[config.mk]
export PLATFORM = sky130hd
export DESIGN_NAME = coh_line_ctrl
export DESIGN_NICKNAME = d
export VERILOG_FILES = /design/src/rtl/coh_pkg.sv /design/src/rtl/coh_line_array.sv /design/src/rtl/coh_snoop_unit.sv /design/src/rtl/coh_miss_fsm.sv /design/src/rtl/coh_line_ctrl.sv
export SDC_FILE = /design/constraint.sdc
export NUM_CORES = 1
export LEC_CHECK = 0
export BUFFER_PORTS_ARGS = -buffer_cell sky130_fd_sc_hd__buf_2
export CAP_MARGIN = 20
export CORE_MARGIN = 8
export CORE_UTILIZATION = 25
export DETAILED_ROUTE_END_ITERATION = 8
export PLACE_DENSITY = 0.51
export SLEW_MARGIN = 10
export SYNTH_ARGS = -nofsm -noshare
export SYNTH_HDL_FRONTEND = slang
export SYNTH_SLANG_ARGS = --single-unit
[constraint.sdc]
create_clock -name clk -period 5.89 [get_ports clk]
set_input_delay 0.589 -clock clk [delete_from_list [all_inputs] [get_ports clk]]
set_output_delay 0.589 -clock clk [all_outputs]
set_load 0.005 [all_outputs]
[src/rtl/coh_pkg.sv]
package coh_pkg;

  typedef enum logic [1:0] {
    LS_I = 2'b00,
    LS_S = 2'b01,
    LS_E = 2'b10,
    LS_M = 2'b11
  } lstate_t;

  typedef enum logic [1:0] {
    RQ_LOAD  = 2'd0,
    RQ_STORE = 2'd1,
    RQ_PFR   = 2'd2,
    RQ_PFW   = 2'd3
  } rkind_t;

  // State a valid local copy takes after a snoop of the given kind
  function automatic lstate_t snoop_next(input lstate_t cur, input logic own);
    if (own || cur == LS_I) return LS_I;
    return LS_S;
  endfunction

  function automatic logic holds_ownership(input lstate_t cur);
    return (cur == LS_E) || (cur == LS_M);
  endfunction

endpackage

[src/rtl/coh_line_array.sv]
module coh_line_array
  import coh_pkg::*;
#(
  parameter int IDX_W = 4,
  parameter int TAG_W = 12
) (
  input  logic             clk,
  input  logic             rst,
  input  logic [IDX_W-1:0] rd_idx,
  output logic [TAG_W-1:0] rd_tag,
  output lstate_t          rd_state,
  input  logic [IDX_W-1:0] sp_idx,
  output logic [TAG_W-1:0] sp_tag,
  output lstate_t          sp_state,
  input  logic             wr_en,
  input  logic [IDX_W-1:0] wr_idx,
  input  logic [TAG_W-1:0] wr_tag,
  input  lstate_t          wr_state,
  input  logic             sw_en,
  input  logic [IDX_W-1:0] sw_idx,
  input  lstate_t          sw_state
);
  localparam int LINES = 1 << IDX_W;

  lstate_t          st_q  [LINES];
  logic [TAG_W-1:0] tag_q [LINES];

  for (genvar i = 0; i < LINES; i++) begin : g_line
    // core-side write (fill or store hit) wins over a snoop update
    always_ff @(posedge clk) begin
      if (rst) begin
        st_q[i] <= LS_I;
      end else if (wr_en && wr_idx == IDX_W'(i)) begin
        st_q[i] <= wr_state;
      end else if (sw_en && sw_idx == IDX_W'(i)) begin
        st_q[i] <= sw_state;
      end
    end

    always_ff @(posedge clk) begin
      if (wr_en && wr_idx == IDX_W'(i)) tag_q[i] <= wr_tag;
    end
  end

  assign rd_tag   = tag_q[rd_idx];
  assign rd_state = st_q[rd_idx];
  assign sp_tag   = tag_q[sp_idx];
  assign sp_state = st_q[sp_idx];

endmodule

[src/rtl/coh_snoop_unit.sv]
module coh_snoop_unit
  import coh_pkg::*;
#(
  parameter int TAG_W = 12
) (
  input  logic             clk,
  input  logic             rst,
  input  logic             snp_valid,
  input  logic             snp_own,
  input  logic [TAG_W-1:0] snp_tag,
  input  logic [TAG_W-1:0] line_tag,
  input  lstate_t          line_state,
  output logic             upd_en,
  output lstate_t          upd_state,
  output logic             hit_q,
  output logic             wb_q
);
  logic hit;

  assign hit       = snp_valid && (line_state != LS_I) && (line_tag == snp_tag);
  assign upd_en    = hit;
  assign upd_state = snoop_next(line_state, snp_own);

  always_ff @(posedge clk) begin
    if (rst) begin
      hit_q <= 1'b0;
      wb_q  <= 1'b0;
    end else begin
      hit_q <= hit;
      wb_q  <= hit && (line_state == LS_M);
    end
  end

endmodule

[src/rtl/coh_miss_fsm.sv]
module coh_miss_fsm #(
  parameter int AW = 16
) (
  input  logic          clk,
  input  logic          rst,
  input  logic          start,
  input  logic [AW-1:0] start_addr,
  input  logic          start_own,
  input  logic [1:0]    start_hint,
  input  logic          start_wb,
  input  logic          bus_done,
  output logic          busy,
  output logic          fill,
  output logic [AW-1:0] req_addr,
  output logic          req_own,
  output logic [1:0]    req_hint,
  output logic          req_wb
);
  always_ff @(posedge clk) begin
    if (rst) begin
      busy     <= 1'b0;
      req_addr <= '0;
      req_own  <= 1'b0;
      req_hint <= 2'd0;
      req_wb   <= 1'b0;
    end else if (busy) begin
      if (bus_done) begin
        busy   <= 1'b0;
        req_wb <= 1'b0;
      end
    end else if (start) begin
      busy     <= 1'b1;
      req_addr <= start_addr;
      req_own  <= start_own;
      req_hint <= start_hint;
      req_wb   <= start_wb;
    end
  end

  assign fill = busy && bus_done;

endmodule

[src/rtl/coh_line_ctrl.sv]
module coh_line_ctrl
  import coh_pkg::*;
#(
  parameter int AW    = 16,
  parameter int IDX_W = 4
) (
  input  logic          clk,
  input  logic          rst,
  input  logic          wp_enable,
  input  logic          req_valid,
  output logic          req_ready,
  input  logic [1:0]    req_kind,
  input  logic [AW-1:0] req_addr,
  input  logic [1:0]    req_hint,
  input  logic          req_addr_ok,
  output logic          bus_req_valid,
  output logic          bus_req_own,
  output logic [AW-1:0] bus_req_addr,
  output logic [1:0]    bus_req_hint,
  output logic          bus_req_wb,
  input  logic          bus_done,
  input  logic          bus_shared,
  input  logic          snp_valid,
  input  logic          snp_own,
  input  logic [AW-1:0] snp_addr,
  output logic          snp_hit,
  output logic          snp_wb
);
  localparam int TAG_W = AW - IDX_W;

  logic [IDX_W-1:0] c_idx;
  logic [TAG_W-1:0] c_tag;
  logic [TAG_W-1:0] rd_tag;
  lstate_t          rd_state;
  logic [TAG_W-1:0] sp_tag;
  lstate_t          sp_state;
  logic             sw_en;
  lstate_t          sw_state;
  logic             wr_en;
  logic [IDX_W-1:0] wr_idx;
  logic [TAG_W-1:0] wr_tag;
  lstate_t          wr_state;
  logic             busy;
  logic             fill;
  logic             start;
  logic             start_own;
  logic [1:0]       start_hint;
  logic             hit;
  logic             owned;
  logic             free;
  logic             victim_wb;
  rkind_t           kind_eff;

  assign c_idx = req_addr[IDX_W-1:0];
  assign c_tag = req_addr[AW-1:IDX_W];

  // A disabled write prefetch is folded into a read prefetch here
  always_comb begin
    kind_eff = rkind_t'(req_kind);
    if (kind_eff == RQ_PFW && !wp_enable) kind_eff = RQ_PFR;
  end

  assign hit       = (rd_state != LS_I) && (rd_tag == c_tag);
  assign owned     = hit && holds_ownership(rd_state);
  assign free      = !busy && !snp_valid;
  assign victim_wb = (rd_state == LS_M) && (rd_tag != c_tag);

  // Core-side decision
  always_comb begin
    req_ready  = 1'b0;
    start      = 1'b0;
    start_own  = 1'b0;
    start_hint = 2'd0;
    if (req_valid) begin
      unique case (kind_eff)
        RQ_LOAD: begin
          if (free) begin
            if (hit) req_ready = 1'b1;
            else     start     = 1'b1;
          end
        end
        RQ_STORE: begin
          if (free) begin
            if (owned) begin
              req_ready = 1'b1;
            end else begin
              start     = 1'b1;
              start_own = 1'b1;
            end
          end
        end
        RQ_PFR: begin
          req_ready = 1'b1;
          if (free && req_addr_ok && !hit) begin
            start      = 1'b1;
            start_hint = req_hint;
          end
        end
        RQ_PFW: begin
          req_ready = 1'b1;
          if (free && req_addr_ok && !owned) begin
            start     = 1'b1;
            start_own = 1'b1;
          end
        end
        default: ;
      endcase
    end
  end

  // Array write: fill on completion, or store hit moving the line to Modified
  always_comb begin
    wr_en    = 1'b0;
    wr_idx   = c_idx;
    wr_tag   = c_tag;
    wr_state = LS_M;
    if (fill) begin
      wr_en    = 1'b1;
      wr_idx   = bus_req_addr[IDX_W-1:0];
      wr_tag   = bus_req_addr[AW-1:IDX_W];
      wr_state = (bus_req_own || !bus_shared) ? LS_E : LS_S;
    end else if (req_valid && kind_eff == RQ_STORE && free && owned) begin
      wr_en = 1'b1;
    end
  end

  coh_line_array #(.IDX_W(IDX_W), .TAG_W(TAG_W)) u_array (
    .clk      (clk),
    .rst      (rst),
    .rd_idx   (c_idx),
    .rd_tag   (rd_tag),
    .rd_state (rd_state),
    .sp_idx   (snp_addr[IDX_W-1:0]),
    .sp_tag   (sp_tag),
    .sp_state (sp_state),
    .wr_en    (wr_en),
    .wr_idx   (wr_idx),
    .wr_tag   (wr_tag),
    .wr_state (wr_state),
    .sw_en    (sw_en),
    .sw_idx   (snp_addr[IDX_W-1:0]),
    .sw_state (sw_state)
  );

  coh_snoop_unit #(.TAG_W(TAG_W)) u_snoop (
    .clk        (clk),
    .rst        (rst),
    .snp_valid  (snp_valid),
    .snp_own    (snp_own),
    .snp_tag    (snp_addr[AW-1:IDX_W]),
    .line_tag   (sp_tag),
    .line_state (sp_state),
    .upd_en     (sw_en),
    .upd_state  (sw_state),
    .hit_q      (snp_hit),
    .wb_q       (snp_wb)
  );

  coh_miss_fsm #(.AW(AW)) u_miss (
    .clk        (clk),
    .rst        (rst),
    .start      (start),
    .start_addr (req_addr),
    .start_own  (start_own),
    .start_hint (start_hint),
    .start_wb   (victim_wb),
    .bus_done   (bus_done),
    .busy       (busy),
    .fill       (fill),
    .req_addr   (bus_req_addr),
    .req_own    (bus_req_own),
    .req_hint   (bus_req_hint),
    .req_wb     (bus_req_wb)
  );

  assign bus_req_valid = busy;

endmodule

-- Word level (Yosys, flattened, before mapping)
Memory sizes are Yosys's and may differ from the RTL's.
Cells that the tools add are included.
- register bits after elaboration: 23
- memories: 2
- memory bits (read-only): 0
- latch bits: 0
- logic and storage cells: 406
- bits in writable memories: 224
- output and inout bits: 24
- shift operators: 0
- reductions and logical operators: 81
- order comparisons: 0
- muxes and demuxes: 242
- bitwise operators: 33
- div/mod/pow operators: 0
- eq/ne operators: 41
- $mul: 0
- add/sub/neg operators: 0
- memories (name ; depth ; bits a word ; rd ports ; clocked after memory_dff ; write ports ; line ; RTL):
    u_array.tag_q ; 16 ; 12 ; 2 ; 0 ; 1 ; coh_line_array.sv:26 ; logic [TAG_W-1:0] tag_q [LINES];
    u_array.st_q ; 16 ; 2 ; 2 ; 0 ; 16 ; coh_line_array.sv:25 ; lstate_t st_q [LINES];
- operators with widths (cell ; number):
    $mux 12 ; 16
    $reduce_or 12->1 ; 15
    $mux 1 ; 167
    $mux 2 ; 40
    $eq 4x4->1 const B ; 16
    $mux 4 ; 16
    $logic_and 1x1->1 ; 47
    $eq 4x3->1 const B ; 8
    $or 1x1->1 ; 32
    $eq 12x12->1 ; 2
    $eq 4x2->1 const B ; 4
    $eq 2x2->1 const B ; 6
    $ne 12x12->1 ; 1
    $eq 4x1->1 const B ; 2
    $logic_not 4->1 ; 2
    $logic_not 1->1 ; 6
    $reduce_bool 2->1 ; 3
    $logic_not 2->1 ; 2
    $pmux 1 s4 ; 1
    $reduce_and 2->1 ; 2
    $logic_or 1x1->1 ; 3
    $pmux 1 s3 ; 1
    $eq 2x1->1 const B ; 1
    $ne 2x2->1 const B ; 1
    other kinds (3) ; 3

-- Longest topological paths before layout
- depth after elaboration: 28
- mapped depth: 13
- gate-level depth less buffers: 8

-- Hierarchy
From an unflattened synthesis, not the netlist that was laid out.
- cell total of the unflattened synthesis: 789
- area, all modules: 12420.7 sq um
- modules (own cells, without submodules) (module ; cells an instance ; instances ; area each (sq um)):
    coh_line_array ; 609 ; 1 ; 10969.3
    coh_miss_fsm ; 92 ; 1 ; 743.2
    coh_line_ctrl ; 59 ; 1 ; 483.0
    coh_snoop_unit ; 29 ; 1 ; 225.2

-- Worst setup path before layout
Ideal clock, no wire load.
- kind: input port to flip-flop
- start point: input port req_addr[1]
- end point: memory u_array.tag_q[10][0], enable pin
- data arrival time: 3307 ps
- setup slack: 2228 ps
- cell stages on the path: 12
- required time: 5535 ps
- buffers on the path: 5
- cell sequence: buf_2 > buf_2 > buf_2 > buf_2 > mux2i_1 > xor2_1 > nand3_1 > o31ai_2 > nand3b_4 > o31ai_4 > buf_2 > and2_1
- word-level cells in the longest chain between the ends: 26
- elaborated cells on any way between the ends: 122
- those cells by class: 18 x eq/ne; 65 x mux; 37 x reduce/logical; 2 x memory
- RTL lines (item ; line ; RTL):
    from (decl) ; coh_line_ctrl.sv:13 ; input logic [AW-1:0] req_addr,
    $mem_v2 16x12 or $mem_v2 16x2 (tied branches) ; -- ;
    $eq 12x12->1 (tied with other cells) ; coh_line_ctrl.sv:63 ; assign hit = (rd_state != LS_I) && (rd_tag == c_tag);
    $logic_and 1x1->1 or $logic_or 1x1->1 (tied branches) ; coh_line_ctrl.sv:63, coh_pkg.sv:24 ;
    $logic_and 1x1->1 ; coh_line_ctrl.sv:64 ; assign owned = hit && holds_ownership(rd_state);
    $logic_and 1x1->1 ; coh_line_ctrl.sv:122 ; end else if (req_valid && kind_eff == RQ_STORE && free && owned) begin
    $mux 1 ; coh_line_ctrl.sv:122 ;
    $mux 1 ; coh_line_ctrl.sv:117 ; if (fill) begin
    $logic_and 1x1->1 ; coh_line_array.sv:41 ; if (wr_en && wr_idx == IDX_W'(i)) tag_q[i] <= wr_tag;
    $mux 1 ; coh_line_array.sv:41 ;
    $mux 1 (implied by the code) ; coh_line_array.sv:41 ;
    $reduce_or 12->1 (no line) ; -- ;
    $mux 4 (no line) or $mux 1 (tied branches) (15 in a row) ; -- ;
    to (decl) ; coh_line_array.sv:26 ;
Several ways; a longest one is shown, not always the timed one.

-- Worst setup path in the final report
- start point: input port req_addr[0]
- end point: output port req_ready
- word-level cells in the longest chain between the ends: 8
- elaborated cells on any way between the ends: 15
- those cells by class: 3 x eq/ne; 6 x mux; 4 x reduce/logical; 2 x memory
- RTL lines (item ; line ; RTL):
    $mem_v2 16x12 or $mem_v2 16x2 (tied branches) ; -- ;
    $eq 12x12->1 (tied with other cells) ; coh_line_ctrl.sv:63 ;
    $logic_and 1x1->1 or $logic_or 1x1->1 (tied branches) ; coh_line_ctrl.sv:63, coh_pkg.sv:24 ;
    $logic_and 1x1->1 ; coh_line_ctrl.sv:64 ;
    $mux 1 ; coh_line_ctrl.sv:84 ; if (owned) begin
    $mux 1 ; coh_line_ctrl.sv:83 ; if (free) begin
    $pmux 1 s3 * ; coh_line_ctrl.sv:75 ; unique case (kind_eff)
    $mux 1 * ; coh_line_ctrl.sv:74 ; if (req_valid) begin
    to (decl) ; coh_line_ctrl.sv:11 ; output logic req_ready,
Every way passes the cells marked *; elsewhere a longest branch is shown, timed or not.

==> flow_summary.ini <==
[synth]
netlist_area_sq_um = 13200
synth.distinct_cells = 60
seq_area_frac_synth_pct = 54.4
ys.warnings.count = 0
synth_edf_count = 224
async_reset_ff_share_pct = 0
syn_avg_cell_area_sq_um = 14.4
synth_fp_nets = 962
synthCells = 917
synth_ff_type = edfxtp_1
ys_ff_latch = 247

[clocking]
clock-sinks = 247
ctsHoldBuffers = 0
htree_levels = 1
clk_latency_ps = 560
postCtsResizedCells = 0
path_clk_slew_ps = 60
cts_buffers = 29
clk_path_buf_depth = 3
cts_tree = done
cts_setup_buffers = 0
cts_root_buf = clkbuf_16

[routing]
drt_first_pass_iters = 7
finalWirelength_um = 44500
num_vias = 8918
first_iter_violations = 1118
antenna_left = 0
wl_per_cell_um = 26.1
remaining_drc_errors = 0
viasPerCell = 5.23

[pwr]
internal_power_uw = 3230
powerDensity_nw_per_um2 = 278
power_frac_clock_pct = 44.2
swShare_pct = 24.7
comb_power_share_pct = 10.3
peakVddDrop_uv = 175
pwr-share-seq_pct = 45.5
power_leakage_uw = 0.00538
p_switching_uw = 1060

[place]
io_buffers = 68
place_area_sq_um = 14400
gp_congestion = 0.848
dp.final_hpwl_um = 31400

[worst_setup_path]
crit_buf_inv = 3
required_ps = 5300
crit_type = primary input to output port
path_cells = buf_4 > buf_4 > mux4_2 > mux2i_1 > xnor2_1 > nor3_2 > o211ai_1 > nand3b_4 > nor2_1 > o21a_1 > buf_2
critPathCaptureType = output port
r2r_slack_ps = 1750
slowest_stage = o211ai_1
cp_top_family = compound AO/OA/AOI/OAI gates
crit_path_max_fanout = 24
crit_path_max_incr_delay_ps = 780
path_common_cell = buf_4
worstSetupStartpointType = primary input
arrival_ps = 3930

[grt]
grt_start_max_net_pins = 39
grt_antenna_before_repair = 4
overflow = 0
grt_pass1_vias = 8715
grt_pass1_wl_um = 64300
grt_util_all_layers_pct = 14.3

[sta]
fin_crit_sh_pct = 76.7
finalSetupViolCount = 0
fin_setup_tns_ps = 0
worstMarginPinSlew_ps = 1010
max-slew-margin-rel_pct = 32.9
fmax_mhz = 221
period_minus_slack_ps = 4510
hold_violations = 0
slew_violations = 0
finClkSkew_ps = 15.2
rsz0062_at_grt = no

[hold_path]
hold_class = primary input to flop

[run]
drv_cap = 0

[run_status]
outcome = finished clean

[die]
rows = 84
die_area_sq_um = 60500
die_h_um = 246
core_area_sq_um = 52400
ioPinCount = 69
dieWidth_um = 246
initial_core_util_pct = 25.2

[final_layout]
fin_area_sq_um = 15400
syn_to_final_growth_pct = 16.6
drive_above_1_share_pct = 26.8
nets = 1038
-- layout make-up --
cell class	instances	area [sq um]
Multi-Input combinational cell	602	5680
Tap cell	688	861
Timing Repair Buffer	109	666
Clock buffer	31	733
Fill cell	5222	37000
Inverter	4	15.0
Sequential cell	247	7190
Clock inverter	22	260
Antenna cell	2	5.00
-- through the flow --
stage	total power [uW]	util [%]	setup slack, ps	instances	hold slack, ps
final	4280	29.4	1380	1705	311
after global routing	4430	29.4	1130	1704	289
after CTS	4320	29.4	1410	1703	283
after detailed placement	2430	27.5	1020	1650	461
after global placement	2420	27.5	1080	1650	452
after floorplan	2270	-	2230	917	455
-- power by group through the flow --
stage,Combinational (uW),Sequential [uW],Clock [uW]
2_1_floorplan,290,1980,0
3_3_place_gp,437,1980,0
3_5_place_dp,440,1990,0
4_1_cts,441,1950,1940
5_1_grt,472,1950,2000
6_report,442,1950,1890
-- worst min-delay path, cell delays in order --
cell and delay, ps:
buf_2 100, o211ai_1 70, mux2i_1 70
-- Yosys cell counts, types with 6 or more instances --
cell type	count	area [sq um]
o22ai_2	13	163
nand3_1	23	115
xnor2_1	14	123
a211o_1	15	131
clkbuf_1	25	93.8
edfxtp_1	224	6730
nand4_1	6	37.5
mux4_2	89	2000
a21oi_1	8	40.0
nand2_1	101	379
and3_1	23	144
dfxtp_1	23	460
a22oi_1	24	180
buf_4	8	60.1
xor2_1	21	184
nor3_1	8	40.0
nor2_1	19	71.3
nand2b_1	7	43.8
nor2b_1	15	93.8
o22ai_1	8	50.1
or4_1	13	97.6
o21ai_0	9	45.0
buf_2	22	110
and2_1	16	100
mux2i_1	109	1090
-- worst paths after layout --
path | startpoint | cells after the start | to
worst max-delay path | req_addr[0] | 11 | req_ready
worst min-delay path | req_hint[0] | 3 | u_miss.req_hint[0]$_SDFFE_PP0P_
worst max register to register | u_array.tag_q[15][9]$_DFFE_PP_ | 8 | u_array.tag_q[1][5]$_DFFE_PP_
worst min register to register | u_miss.req_hint[1]$_SDFFE_PP0P_ | 2 | u_miss.req_hint[1]$_SDFFE_PP0P_
-- kinds of logic after synthesis --
family | Yosys count | share of synthesized area [%]
buf+inv | 68 | 2.65
flops | 247 | 54.4
xor+xnor | 35 | 2.32
simple gates | 249 | 9.64
compound gates | 115 | 7.14
mux | 203 | 23.9
-- layer usage --
layer  global-route usage, %  vias to the layer above  routed length [um]
li1                        -                     3821                   -
met1                    20.8                     4666               20300
met2                    22.0                      380               19900
met3                    2.44                       49                3270
met4                    3.64                        2                1010
met5                       0                        -                  13
-- sequential cells by signal (all words and copies together) (netlist names) --
name             count
u_snoop.hit_q        1
u_miss.busy          1
u_array.tag_q      192
u_miss.req_hint      2
u_snoop.wb_q         1
u_miss.req_addr     16
u_miss.req_own       1
u_miss.req_wb        1
u_array.st_q        32
-- placed cells by master, fill, tap and decap left out, drive strengths merged, types with 6 or more instances in the layout --
cell type | Yosys | layout
a22oi | 24 | 24
and3 | 23 | 23
o22ai | 21 | 21
nor2 | 20 | 20
inv | 4 | 8
mux4 | 89 | 89
a21oi | 9 | 9
edfxtp | 224 | 224
and2 | 16 | 16
nand3 | 23 | 23
a211o | 15 | 15
clkinv | 0 | 10
nand2 | 101 | 101
xor2 | 21 | 21
nand4 | 6 | 6
nand2b | 7 | 7
mux2i | 109 | 109
nor3 | 9 | 9
xnor2 | 14 | 14
dfxtp | 23 | 23
clkbuf | 25 | 31
or4 | 13 | 13
buf | 39 | 109
o21ai | 12 | 12
nor2b | 15 | 15
Note: power is estimated with default switching activity, not from simulation.
